File: config.mk
export PLATFORM = sky130hd
export DESIGN_NAME = tmr_group
export DESIGN_NICKNAME = d
export VERILOG_FILES = /design/src/rtl/tmr_group_pkg.sv /design/src/rtl/tmr_decode.sv /design/src/rtl/tmr_chan.sv /design/src/rtl/tmr_group.sv
export SDC_FILE = /design/constraint.sdc
export NUM_CORES = 1
export LEC_CHECK = 0
export BUFFER_PORTS_ARGS = -buffer_cell sky130_fd_sc_hd__buf_2
export CAP_MARGIN = 10
export CORE_MARGIN = 10
export CORE_UTILIZATION = 55
export CTS_BUF_LIST = sky130_fd_sc_hd__clkbuf_8
export CTS_CLUSTER_SIZE = 28
export DETAILED_ROUTE_END_ITERATION = 7
export PLACE_DENSITY_LB_ADDON = 0.1
export SKIP_LAST_GASP = 1
export SYNTH_ARGS = -nofsm -noshare
export SYNTH_HDL_FRONTEND = slang
export SYNTH_HIERARCHICAL = 1
export SYNTH_SLANG_ARGS = --single-unit
File: constraint.sdc
create_clock -name clk -period 5.5 [get_ports clk]
set_input_delay 0.825 -clock clk [delete_from_list [all_inputs] [get_ports clk]]
set_output_delay 0.825 -clock clk [all_outputs]
set_load 0.005 [all_outputs]
File: src/rtl/tmr_group_pkg.sv
package tmr_group_pkg;
  localparam int ADDR_W = 8;
  localparam int DATA_W = 32;
  localparam int LOC_W  = 4;
  localparam logic [ADDR_W-1:0] BASE_CH0 = 8'h08;
  localparam logic [ADDR_W-1:0] BASE_CH1 = 8'h14;
  localparam logic [ADDR_W-1:0] BASE_CH2 = 8'h20;
  localparam logic [ADDR_W-1:0] ADDR_START = 8'h04;
  localparam logic [LOC_W-1:0] LOC_RELOAD = 4'h0;
  localparam logic [LOC_W-1:0] LOC_COUNT  = 4'h4;
  localparam logic [LOC_W-1:0] LOC_CTRL   = 4'h8;
  localparam logic [LOC_W-1:0] LOC_CAP    = 4'hC;
  localparam int PSEL_MAX = 4;
  typedef enum logic [1:0] {SEL_NONE, SEL_OUTCTL, SEL_START, SEL_CHAN} tmr_sel_e;
endpackage

File: src/rtl/tmr_decode.sv
module tmr_decode
  import tmr_group_pkg::*;
#(
  parameter bit HAS_CH2    = 1'b1,
  parameter bit HAS_OUTCTL = 1'b1
) (
  input  logic [ADDR_W-1:0] addr,
  output tmr_sel_e          sel,
  output logic [1:0]        ch,
  output logic [LOC_W-1:0]  loc
);
  always_comb begin
    sel = SEL_NONE;
    ch  = 2'd0;
    loc = '0;
    if (addr[1:0] == 2'b00) begin
      if (addr >= BASE_CH2) begin
        if (HAS_CH2 && (addr <= BASE_CH2 + 8'd12)) begin
          sel = SEL_CHAN;
          ch  = 2'd2;
          loc = LOC_W'(addr - BASE_CH2);
        end
      end else if (addr >= BASE_CH1) begin
        sel = SEL_CHAN;
        ch  = 2'd1;
        loc = LOC_W'(addr - BASE_CH1);
      end else if (addr >= BASE_CH0) begin
        sel = SEL_CHAN;
        ch  = 2'd0;
        loc = LOC_W'(addr - BASE_CH0);
      end else if (addr == ADDR_START) begin
        sel = SEL_START;
      end else if (HAS_OUTCTL) begin
        sel = SEL_OUTCTL;
      end
    end
  end
endmodule

File: src/rtl/tmr_chan.sv
module tmr_chan
  import tmr_group_pkg::*;
#(
  parameter int CNT_W   = 32,
  parameter bit HAS_CAP = 1'b0
) (
  input  logic              clk,
  input  logic              rst,
  input  logic              run,
  input  logic              wr,
  input  logic [LOC_W-1:0]  loc,
  input  logic [DATA_W-1:0] wdata,
  output logic [DATA_W-1:0] rd_val,
  output logic              cfg_bad,
  output logic              irq
);
  localparam int PRE_W = 2 * PSEL_MAX + 2;

  logic [CNT_W-1:0]  reload_q, cnt_q;
  logic [2:0]        psel_q;
  logic              ie_q, flag_q, irq_q;
  logic [DATA_W-1:0] cap_q;
  logic [PRE_W-1:0]  pcnt_q;
  logic [PRE_W:0]    last;
  logic              tick;

  assign last    = ((PRE_W+1)'(4) << {psel_q, 1'b0}) - 1'b1;
  assign tick    = run && ({1'b0, pcnt_q} >= last);
  assign cfg_bad = wr && (loc == LOC_CTRL) && (wdata[2:0] > 3'(PSEL_MAX));
  assign irq     = irq_q;

  always_ff @(posedge clk) begin
    if (rst) begin
      reload_q <= '1;
      cnt_q    <= '1;
      psel_q   <= '0;
      ie_q     <= 1'b0;
      flag_q   <= 1'b0;
      cap_q    <= '0;
      pcnt_q   <= '0;
      irq_q    <= 1'b0;
    end else begin
      if (run) pcnt_q <= tick ? '0 : pcnt_q + 1'b1;
      if (tick) begin
        if (cnt_q == '0) begin
          cnt_q  <= reload_q;
          flag_q <= 1'b1;
        end else begin
          cnt_q <= cnt_q - 1'b1;
        end
      end
      if (wr) begin
        case (loc)
          LOC_RELOAD: reload_q <= wdata[CNT_W-1:0];
          LOC_COUNT:  cnt_q    <= wdata[CNT_W-1:0];
          LOC_CTRL: if (!cfg_bad) begin
            psel_q <= wdata[2:0];
            ie_q   <= wdata[3];
            if (!wdata[4]) flag_q <= 1'b0;
          end
          LOC_CAP: if (HAS_CAP) cap_q <= wdata;
          default: ;
        endcase
      end
      irq_q <= flag_q && ie_q;
    end
  end

  always_comb begin
    case (loc)
      LOC_RELOAD: rd_val = DATA_W'(reload_q);
      LOC_COUNT:  rd_val = DATA_W'(cnt_q);
      LOC_CTRL:   rd_val = DATA_W'({flag_q, ie_q, psel_q});
      LOC_CAP:    rd_val = HAS_CAP ? cap_q : '0;
      default:    rd_val = '0;
    endcase
  end

  // a stopped channel keeps its count unless software writes it
  a_r5_hold_when_stopped: assert property (@(posedge clk) disable iff (rst)
    (!run && !(wr && loc == LOC_COUNT)) |=> $stable(cnt_q));

  // a tick at zero reloads and raises the flag
  a_r6_underflow_reload: assert property (@(posedge clk) disable iff (rst)
    (tick && cnt_q == '0 && !wr) |=> (flag_q && cnt_q == $past(reload_q)));
endmodule

File: src/rtl/tmr_group.sv
module tmr_group
  import tmr_group_pkg::*;
#(
  parameter bit HAS_CH2    = 1'b1,
  parameter bit HAS_OUTCTL = 1'b1,
  parameter int CNT_W      = 32
) (
  input  logic              clk,
  input  logic              rst,
  input  logic              wr_en,
  input  logic              rd_en,
  input  logic [ADDR_W-1:0] addr,
  input  logic [DATA_W-1:0] wdata,
  output logic [DATA_W-1:0] rdata,
  output logic [2:0]        irq,
  output logic              err
);
  localparam int NCH = 3;

  tmr_sel_e          sel;
  logic [1:0]        ch;
  logic [LOC_W-1:0]  loc;
  logic [DATA_W-1:0] start_q, rd_d;
  logic              outctl_q, err_d, bad_start, acc_bad;
  logic [DATA_W-1:0] ch_rd [NCH];
  logic [NCH-1:0]    ch_bad, ch_irq;

  tmr_decode #(.HAS_CH2(HAS_CH2), .HAS_OUTCTL(HAS_OUTCTL)) u_dec (
    .addr(addr), .sel(sel), .ch(ch), .loc(loc)
  );

  for (genvar i = 0; i < NCH; i++) begin : g_ch
    if (i < 2 || HAS_CH2) begin : g_on
      tmr_chan #(.CNT_W(CNT_W), .HAS_CAP(i == 2)) u_chan (
        .clk(clk), .rst(rst), .run(start_q[i]),
        .wr(wr_en && sel == SEL_CHAN && ch == 2'(i)),
        .loc(loc), .wdata(wdata), .rd_val(ch_rd[i]),
        .cfg_bad(ch_bad[i]), .irq(ch_irq[i])
      );
    end else begin : g_off
      assign ch_rd[i]  = '0;
      assign ch_bad[i] = 1'b0;
      assign ch_irq[i] = 1'b0;
    end
  end

  assign bad_start = wr_en && sel == SEL_START && !HAS_CH2 && wdata[2];
  assign acc_bad   = (wr_en || rd_en) && sel == SEL_NONE;
  assign err_d     = acc_bad || bad_start || (|ch_bad);
  assign irq       = ch_irq;

  always_comb begin
    case (sel)
      SEL_OUTCTL: rd_d = DATA_W'(outctl_q);
      SEL_START:  rd_d = start_q;
      SEL_CHAN: begin
        case (ch)
          2'd0:    rd_d = ch_rd[0];
          2'd1:    rd_d = ch_rd[1];
          default: rd_d = ch_rd[2];
        endcase
      end
      default: rd_d = '0;
    endcase
  end

  always_ff @(posedge clk) begin
    if (rst) begin
      rdata    <= '0;
      err      <= 1'b0;
      start_q  <= '0;
      outctl_q <= 1'b0;
    end else begin
      err <= err_d;
      if (rd_en) rdata <= rd_d;
      if (wr_en && sel == SEL_START)  start_q  <= wdata;
      if (wr_en && sel == SEL_OUTCTL) outctl_q <= wdata[0];
    end
  end

  // the start register changes only on a start write
  a_r2_start_stable: assert property (@(posedge clk) disable iff (rst)
    !(wr_en && sel == SEL_START) |=> $stable(start_q));

  // an access that decodes to nothing is followed by an error pulse
  a_r9_bad_access_err: assert property (@(posedge clk) disable iff (rst)
    ((wr_en || rd_en) && sel == SEL_NONE) |=> err);
endmodule

==> metrics.md <==
| Metric | Value |
|---|---|
| Commonest cells after routing, fill and taps aside | `dfxtp_1 (338), a21oi_1 (246), nor2_1 (228)` |
| Vias per inst | `6.72` |
| Setup TNS | `0 ps` |
| Post-synth ARST share | `0` |
| Worst min path class | `reg2reg` |
| Type of origin of the critical path | `primary input` |
| Internal | `between 3000 and 4000 uW` |
| Req. time, crit path | `~6000 ps` |
| TritonCTS clock tree | `built` |
| Clock transition at path regs | `about 60 ps` |
| Mapped Area | `slightly above 20000 sq um` |
| WHS | `~460 ps` |
| 1st-pass router iterations | `6` |
| Worst path bufs/invs | `5` |
| WP data arrival | `~4800 ps` |
| Gate power share | `0.075` |
| Leak pwr | `0.00819 uW` |
| Final Non-Filler Cells | `about 3000` |
| # setup viols final | `0` |
| Num rows | `70` |
| CTS Buf Count | `59` |
| Max_cap viols | `0` |
| Critical Path Fanout Max | `25` |
| Maximum level of the CTS H-tree | `2` |
| Fin nets | `about 2500` |
| # port buffers | `79` |
| Clock root cell | `clkbuf_8` |
| Cell variety after synth | `95` |
| Vias | `roughly 20000` |
| Core ar. | `36400 sq um` |
| Setup bufs post-CTS | `0` |
| Antenna-violating nets left | `0` |
| Placer congestion estimate | `0.982` |
| DIE AREA | `44700 sq um` |
| DRC viols | `0` |
| Crit-path slowest cell | `a222oi_1` |
| Cells along the critical path | `buf_2 > inv_1 > ha_1 > or3b_1 > a2111o_1 > a31oi_4 > buf_4 > nor4b_4 > buf_4 > a222oi_1 > inv_1 > mux2_4 > o211ai_2 > a211oi_2` |
| Post-CTS Hold Buffers | `0` |
| Post-CTS sizing | `0` |
| Initial antenna violation count | `8` |
| Fmax | `approximately 230 MHz` |
| Top cell type's share of synthesized area | `0.336` |
| Syn_area_per_cell | `approximately 8.2 sq um` |
| Chip width | `roughly 210 microns` |
| Longest Clk Path Bufs | `3` |
| Max incr delay on CP | `850 ps` |
| Fin crit period | `approximately 4300 ps` |
| Status | `finished clean` |
| Iter 0 DRT Violations | `between 2000 and 3000` |
| Starting Density | `0.553` |
| Layout area overhead | `8.26%` |
| # IOs | `80` |
| Most common cell after layout, fill and taps aside | `dfxtp_1` |
| Seq pwr share | `0.477` |
| GRT Total Usage | `0.324` |
| CP Class | `in2reg` |
| Largest area contributor in the netlist | `dfxtp_1` |
| Peak supply drop | `0.186 mV` |
| Vias in the first global route | `~18000` |
| Clock power frac | `0.448` |
| Worst Clk Skew | `~37 ps` |
| Skew-Pair Late Insertion Delay | `670 ps` |
| Relative slew slack | `0.288` |
| Setup crit end kind | `flop` |
| RSZ-0062 raised after global routing | `no` |
| Largest net degree at the start of global routing | `113` |
| Die height | `approximately 210 microns` |
| First-pass GRT wire length | `~110 mm` |
| Synth Flop Type | `dfxtp_1` |
| R2R Setup Slk | `2300 ps` |
| Top cells by area, synth | `dfxtp_1 (34%), a21oi_1 (6.1%), nor2_1 (4.3%)` |
| Post-synthesis sequential element count | `between 300 and 400` |
| Routed length per instance | `25.4 microns` |
| Slew Viols, Final | `0` |
| NetSw | `between 1000 and 1500 uW` |
| Crit path max-delay family | `compound AO/OA/AOI/OAI gates` |
| Drt total wl | `between 70 and 80 mm` |
| Worst-Margin Slew | `around 1100 ps` |
| Final HPWL DP | `about 50 mm` |
| Register area share after synthesis | `0.336` |
| Post-Synthesis Cells | `approximately 2500` |
| Fraction of layout cells with a size suffix above 1 | `0.148` |
| Placed Cells | `2851` |
| Sink Count | `approximately 340` |
| GRT overflow | `0` |
| Period utilization | `0.788` |
| PD cells | `between 200 and 250 nW/um^2` |
| Sw frac | `0.266` |
| Number of synthesis warnings | `6` |
| Final hold violations | `0` |
| EDFF count, synth | `0` |
## metal layers
metal / up-vias / routed length (microns) / GRT usage
li1: 9016 / - / -
met1: 9574 / 30400 / 0.422
met2: 1020 / 32700 / 0.493
met3: 220 / 7640 / 0.0705
met4: 4 / 4230 / 0.168
met5: - / 30 / 0
## flip-flops by register name (all words and copies together) (netlist names)
signal / cells
g_ch.g_on.u_chan/irq: 3
g_ch.g_on.u_chan/pcnt_q: 30
err: 1
g_ch.g_on.u_chan/reload_q: 96
outctl_q: 1
g_ch.g_on.u_chan/ie_q: 3
start_q: 32
g_ch.g_on.u_chan/cnt_q: 96
g_ch.g_on.u_chan/psel_q: 9
rdata: 32
g_ch.g_on.u_chan/cap_q: 32
g_ch.g_on.u_chan/flag_q: 3
## worst paths after layout
| check | from | end | cells past startpoint |
|---|---|---|---|
| setup / recovery | addr[3] | rdata[2]$_SDFFE_PP0P_ | 14 |
| setup reg to reg | g_ch[1].g_on.u_chan/cnt_q[0]$_SDFF_PP1_ | g_ch[1].g_on.u_chan/cnt_q[18]$_SDFF_PP1_ | 9 |
| hold / removal | g_ch[2].g_on.u_chan/cap_q[15]$_SDFFE_PP0P_ | g_ch[2].g_on.u_chan/cap_q[15]$_SDFFE_PP0P_ | 2 |
| hold reg to reg | g_ch[2].g_on.u_chan/cap_q[15]$_SDFFE_PP0P_ | g_ch[2].g_on.u_chan/cap_q[15]$_SDFFE_PP0P_ | 2 |
## cell families after synthesis
group,Yosys count,synth area share
XOR/XNOR,42,0.0182
AND/OR/NAND/NOR,898,0.229
flip-flops,338,0.336
multiplexers,92,0.0560
adder cells (fa/ha/maj),37,0.0230
other,1,0.000186
buffers and inverters,253,0.0566
AO/OA/AOI/OAI,797,0.282
## power groups by stage
stage,Combinational (uW),Clock (uW),Sequential [uW]
global route,397,2460,2480
finish,388,2330,2480
CTS,371,2350,2480
global placement,367,0,2530
floorplan,192,0,2530
detailed placement,370,0,2530
## synthesized netlist by cell type, types with 10 or more instances
cell type and instances:
nand2b_1 43, a211o_1 96, or2_2 13, a31oi_1 38
and2_1 22, buf_1 19, a222oi_1 11, a22o_1 55
nand3_1 36, ha_1 37, mux2_4 27, o21ai_1 16
dfxtp_1 338, nor4_1 24, a211oi_2 28, a21oi_1 246
a2bb2oi_1 29, nand4_1 32, a21o_1 11, o31ai_1 20
nand2_1 224, o22ai_1 12, xnor2_1 16, clkbuf_1 145
o211ai_2 28, xor2_1 26, o21a_1 10, a211oi_1 16
or3_1 20, o211ai_1 26, mux2i_1 52, nor3_1 78
inv_1 47, nor2_1 229, nor2b_1 34, and3_1 73
buf_2 21, o21ai_0 94
## cell type report
type,count,area [sq um]
Fill cell,3333,14600
Multi-Input combinational cell,1868,12400
Sequential cell,338,6770
Clock buffer,74,1020
Timing Repair Buffer,130,801
Tap cell,468,586
Inverter,47,176
Clock inverter,23,124
Antenna cell,2,5.00
## tightest hold or removal path, stage by stage (launching register included)
cell and delay [ps]:
dfxtp_1 310, nand2_1 50, a21oi_1 50
## metrics by stage
| stage | worst slack [ps] | instance area, sq um | utilization | power, uW |
|---|---|---|---|---|
| after CTS | 1400 | 21800 | 0.599 | 5200 |
| after floorplan | 982 | 20200 | - | 2720 |
| final | 1170 | 21800 | 0.599 | 5200 |
| after global placement | 715 | 20700 | 0.568 | 2900 |
| after detailed placement | 733 | 20700 | 0.568 | 2900 |
| after global routing | 1060 | 21800 | 0.599 | 5330 |
Note: power is estimated with default switching activity, not from simulation.
